<file path="config.mk">
export PLATFORM = sky130hd
export DESIGN_NAME = fetch_addr_seq
export DESIGN_NICKNAME = d
export VERILOG_FILES = /design/src/rtl/fas_pkg.sv /design/src/rtl/fas_stack.sv /design/src/rtl/fas_next_pc.sv /design/src/rtl/fetch_addr_seq.sv
export SDC_FILE = /design/constraint.sdc
export NUM_CORES = 1
export LEC_CHECK = 0
export ABC_AREA = 1
export CORE_ASPECT_RATIO = 0.7
export CORE_MARGIN = 1.5
export CORE_UTILIZATION = 45
export CTS_BUF_LIST = sky130_fd_sc_hd__clkbuf_16
export CTS_CLUSTER_SIZE = 20
export DETAILED_ROUTE_END_ITERATION = 10
export PLACE_DENSITY = 0.73
export SETUP_SLACK_MARGIN = 0.05
export SYNTH_ARGS = -nofsm -noshare
export SYNTH_HDL_FRONTEND = slang
export SYNTH_HIERARCHICAL = 1
export SYNTH_SLANG_ARGS = --single-unit
</file>
<file path="constraint.sdc">
create_clock -name clk -period 2.2 [get_ports clk]
set_input_delay 0.66 -clock clk [delete_from_list [all_inputs] [get_ports clk]]
set_output_delay 0.66 -clock clk [all_outputs]
set_load 0.01 [all_outputs]
</file>
<file path="src/rtl/fas_pkg.sv">
`timescale 1ns/1ps
package fas_pkg;
    localparam int FAS_PC_W  = 9;
    localparam int FAS_LIT_W = 8;

    typedef logic [FAS_PC_W-1:0]  pc_t;
    typedef logic [FAS_LIT_W-1:0] lit_t;

    typedef enum logic [2:0] {
        OP_SEQ  = 3'd0,
        OP_JUMP = 3'd1,
        OP_CALL = 3'd2,
        OP_RET  = 3'd3,
        OP_PCLW = 3'd4
    } fas_op_e;

    typedef struct packed {
        logic load;   // flow change: target replaces the sequential address
        logic push;
        logic pop;
        logic wload;
        pc_t  target;
    } seq_ctl_t;

    function automatic pc_t low_byte_target(input lit_t b);
        return pc_t'(b);
    endfunction
endpackage

</file>
<file path="src/rtl/fas_stack.sv">
`timescale 1ns/1ps
module fas_stack
    import fas_pkg::*;
#(
    parameter int DEPTH = 2
) (
    input  logic clk,
    input  logic rst,
    input  logic push,
    input  logic pop,
    input  pc_t  push_val,
    output pc_t  top
);
    pc_t lvl [DEPTH];

    generate
        for (genvar i = 0; i < DEPTH; i++) begin : g_lvl
            always_ff @(posedge clk) begin
                if (rst) begin
                    lvl[i] <= '0;
                end else if (push) begin
                    if (i == 0) lvl[i] <= push_val;
                    else        lvl[i] <= lvl[(i > 0) ? i-1 : 0];
                end else if (pop) begin
                    // bottom level keeps its value: repeated pops reuse it
                    if (i < DEPTH-1) lvl[i] <= lvl[(i < DEPTH-1) ? i+1 : i];
                end
            end
        end
    endgenerate

    assign top = lvl[0];
endmodule

</file>
<file path="src/rtl/fas_next_pc.sv">
`timescale 1ns/1ps
module fas_next_pc
    import fas_pkg::*;
#(
    parameter int MEM_WORDS = 512
) (
    input  logic       flushing,
    input  logic [2:0] op,
    input  pc_t        pc_q,
    input  pc_t        field,
    input  lit_t       pcl_data,
    input  pc_t        stk_top,
    output seq_ctl_t   ctl
);
    localparam pc_t ADDR_MASK = pc_t'(MEM_WORDS - 1);

    always_comb begin
        ctl        = '0;
        ctl.target = pc_t'(pc_q + 1'b1) & ADDR_MASK;
        if (!flushing) begin
            case (op)
                OP_JUMP: begin
                    ctl.load   = 1'b1;
                    ctl.target = field & ADDR_MASK;
                end
                OP_CALL: begin
                    ctl.load   = 1'b1;
                    ctl.push   = 1'b1;
                    ctl.target = low_byte_target(field[FAS_LIT_W-1:0]) & ADDR_MASK;
                end
                OP_RET: begin
                    ctl.load   = 1'b1;
                    ctl.pop    = 1'b1;
                    ctl.wload  = 1'b1;
                    ctl.target = stk_top;
                end
                OP_PCLW: begin
                    ctl.load   = 1'b1;
                    ctl.target = low_byte_target(pcl_data) & ADDR_MASK;
                end
                default: ;
            endcase
        end
    end
endmodule

</file>
<file path="src/rtl/fetch_addr_seq.sv">
`timescale 1ns/1ps
module fetch_addr_seq
    import fas_pkg::*;
#(
    parameter int MEM_WORDS = 512
) (
    input  logic                 clk,
    input  logic                 rst,
    input  logic                 adv,
    input  logic [2:0]           op,
    input  logic [FAS_PC_W-1:0]  field,
    input  logic [FAS_LIT_W-1:0] pcl_data,
    output logic [FAS_PC_W-1:0]  fetch_addr,
    output logic                 flush,
    output logic                 w_load,
    output logic [FAS_LIT_W-1:0] w_data
);
    localparam pc_t LAST_WORD = pc_t'(MEM_WORDS - 1);

    pc_t      pc_q;
    logic     flush_q;
    pc_t      stk_top;
    seq_ctl_t ctl;

    fas_next_pc #(.MEM_WORDS(MEM_WORDS)) u_next (
        .flushing (flush_q),
        .op       (op),
        .pc_q     (pc_q),
        .field    (field),
        .pcl_data (pcl_data),
        .stk_top  (stk_top),
        .ctl      (ctl)
    );

    fas_stack #(.DEPTH(2)) u_stack (
        .clk      (clk),
        .rst      (rst),
        .push     (adv & ctl.push),
        .pop      (adv & ctl.pop),
        .push_val (pc_q),
        .top      (stk_top)
    );

    always_ff @(posedge clk) begin
        if (rst) begin
            pc_q    <= LAST_WORD;
            flush_q <= 1'b0;
        end else if (adv) begin
            pc_q    <= ctl.target;
            flush_q <= ctl.load;
        end
    end

    assign fetch_addr = pc_q;
    assign flush      = flush_q;
    assign w_load     = adv & ctl.wload;
    assign w_data     = field[FAS_LIT_W-1:0];
endmodule

</file>
==> impl_metrics.json <==
{
  "status": "completed",
  "gp_congestion": 0.894,
  "synthMuxAreaShare_pct": 0,
  "clk_path_buf_depth": 2,
  "cp_slowest_cell": "clkdlybuf4s50_1",
  "worstSetupEndpointType": "primary output",
  "dp.cells": 362,
  "vias": 1804,
  "synth_compound_area_share_pct": 1.28,
  "p_leak_nw": 1.26,
  "cp_max_fo": 2,
  "stdcell_count": 367,
  "finClkSkew_ps": 3.86,
  "p_sw_share_pct": 26.6,
  "die-height_um": 56.8,
  "syn_area_um2": 1860,
  "setup_viol": 0,
  "path_clk_slew_ps": 70,
  "crit_chain": "clkdlybuf4s50_1 -> dlygate4sd2_1",
  "path_class": "input port to primary output",
  "vias_per_cell": 4.92,
  "io_buffers": 41,
  "cts_tree": "done",
  "max_stage_delay_ps": 480,
  "p_int_mw": 1.12,
  "slew_headroom_pct": 77.9,
  "wl_um": 4650,
  "diodes": 0,
  "cts_buffers": 3,
  "drive_gt1_share_pct": 13.0,
  "clockPowerShare_pct": 35.4,
  "rsz0062_at_grt": "no",
  "vdd_ir_drop_max_v": 0.000477,
  "worstPathArrival_ps": 1410,
  "hold_class": "flop to flop",
  "overflow": 0,
  "h-tree-depth": 1,
  "area_growth_pct": 31.9,
  "clk_latency_ps": 270,
  "synth_top_cell_by_area": "edfxtp_1",
  "rows": 19,
  "antenna_found_initial": 0,
  "final_cell_area_um2": 2460,
  "p_comb_share_pct": 23.0,
  "clock.fmax_mhz": 484,
  "first_pass_iters": 4,
  "core_area_um2": 3950,
  "cts_root_buf": "clkbuf_16",
  "worst_slack_ps": 134,
  "drt_iter0_drc": 155,
  "grt_pass1_wl_um": 7640,
  "wire_per_inst_um": 12.7,
  "io-pin-count": 42,
  "min_period_ps": 2070,
  "ys_seq_area_share_pct": 39.8,
  "syn-instance-count": 265,
  "grt_usage_pct": 22.1,
  "drc": 0,
  "reg2reg_slack_ps": 650,
  "start_kind": "input port",
  "grt_max_degree": 17,
  "cap_violations": 0,
  "placed_area_um2": 2360,
  "critPathBufInv": 2,
  "start_util_pct": 47.2,
  "die-width_um": 79.9,
  "yosysWarnings": 6,
  "synth_fa_ha_area_share_pct": 0.672,
  "ant_nets": 0,
  "nets": 340,
  "synth_top_area_share_pct": 29.0,
  "critPathRequiredTime_ps": 1540,
  "final.period_utilization_pct": 93.9,
  "synth_xor_area_share_pct": 0.940,
  "fin_total_pwr_mw": 1.53,
  "cts_sinks": 28,
  "p_seq_share_pct": 41.6,
  "synth_top_family_by_area": "simple AND/OR/NAND/NOR gates",
  "netlist_top_cells_area": "edfxtp_1, nand2_1, dfxtp_1, nand3_1, inv_1",
  "dp_hpwl_um": 3560,
  "slew_viol_final": 0,
  "yosysUniqueCellTypes": 26,
  "worst_pin_slew_ps": 331,
  "power_density_nw_per_um2": 621,
  "setup_tns_ps": 0,
  "ys_ff_latch": 28,
  "synthesis.nets": 289,
  "hold_violations": 0,
  "cp_top_family": "buffers and inverters",
  "dieArea_um2": 4540,
  "synth-simple-area-share_pct": 41.5,
  "p_sw_mw": 0.406,
  "syn_avg_cell_area_um2": 7.03,
  "grt_pass1_vias": 1606,
  "fillers": 373,
  "place_ws_ps": -504
}
-- state kept, by name, indices dropped and copies added, names as in the netlist --
register / count
u_stack/lvl: 18
fetch_addr: 9
flush: 1
-- cell families after synthesis --
| kind of cell | after synthesis |
|---|---|
| AO/OA/AOI/OAI | 4 |
| XOR/XNOR | 2 |
| adder cells (fa/ha/maj) | 1 |
| buffers and inverters | 58 |
| flip-flops | 28 |
| AND/OR/NAND/NOR | 172 |
-- synth_stat cells --
master,instances
a21boi_0,1
a21oi_1,1
buf_2,1
buf_4,11
buf_6,4
clkinv_1,2
dfxtp_1,10
edfxtp_1,18
ha_1,1
inv_1,35
inv_2,4
inv_6,1
nand2_1,101
nand2_2,1
nand2_4,2
nand3_1,31
nand3_2,1
nand3_4,1
nand3b_2,1
nand4_1,11
nor2_1,20
nor2_4,2
nor3_1,1
o21ai_0,1
o22ai_1,1
xor2_1,2
-- layout make-up --
class,count,area (um^2),share of cell area (%)
flip-flops and latches,28,741,30.1
multi-input cells,179,835,34.0
clock inverters,1,30.0,1.22
well taps,52,65.1,2.65
repair buffers,62,549,22.4
inverters,42,163,6.62
clock buffers,3,75.1,3.05
-- placed cells by master, fill, tap and decap left out, types with 2 or more instances in the layout --
cell	count
xor2_1	2
nor2_1	19
nand2_1	101
dlygate4sd2_1	11
clkdlybuf4s50_1	29
nor2_4	2
edfxtp_1	18
clkbuf_16	3
nand4_1	11
dfxtp_1	10
nand2_4	2
nand3_1	30
buf_4	21
inv_2	4
inv_1	35
clkinv_1	2
nand3_2	2
-- per-layer routing --
metal,GRT usage [%],part of all wire (%)
met5,0,0
met4,6.65,1.6
met3,4.88,9.9
met2,28.7,38
met1,35.6,51
-- per-stage QoR --
| stage | utilization, % | hold WS (ps) |
|---|---|---|
| after floorplan | - | 518 |
| after global placement | 59.7 | 512 |
| after detailed placement | 59.7 | 528 |
| after CTS | 62.4 | 540 |
| after global routing | 62.3 | 566 |
| final | 62.3 | 532 |
-- path summary, 6_finish.rpt --
path,endpoint,startpoint,depth (start not counted)
setup / recovery,w_data[6],field[6],2
hold / removal,fetch_addr[8],fetch_addr[8],2
setup reg to reg,fetch_addr[8],fetch_addr[0],10
hold reg to reg,fetch_addr[8],fetch_addr[8],2
-- power by group through the flow --
stage | Clock (mW) | Combinational [mW] | Sequential (mW)
global placement | 0 | 0.348 | 0.644
CTS | 0.553 | 0.350 | 0.634
finish | 0.540 | 0.352 | 0.635
floorplan | 0 | 0.204 | 0.643
detailed placement | 0 | 0.352 | 0.646
global route | 0.575 | 0.397 | 0.640
-- what timing repair did --
| item | CTS | global route |
|---|---|---|
| gates resized for setup | 16 | 1 |
| pin swaps | 1 | 1 |
| buffers inserted | 1 | 0 |
| setup endpoints to repair | 21 | 1 |
| hold buffers | 0 | 0 |
Power figures use the tool's default switching activity.
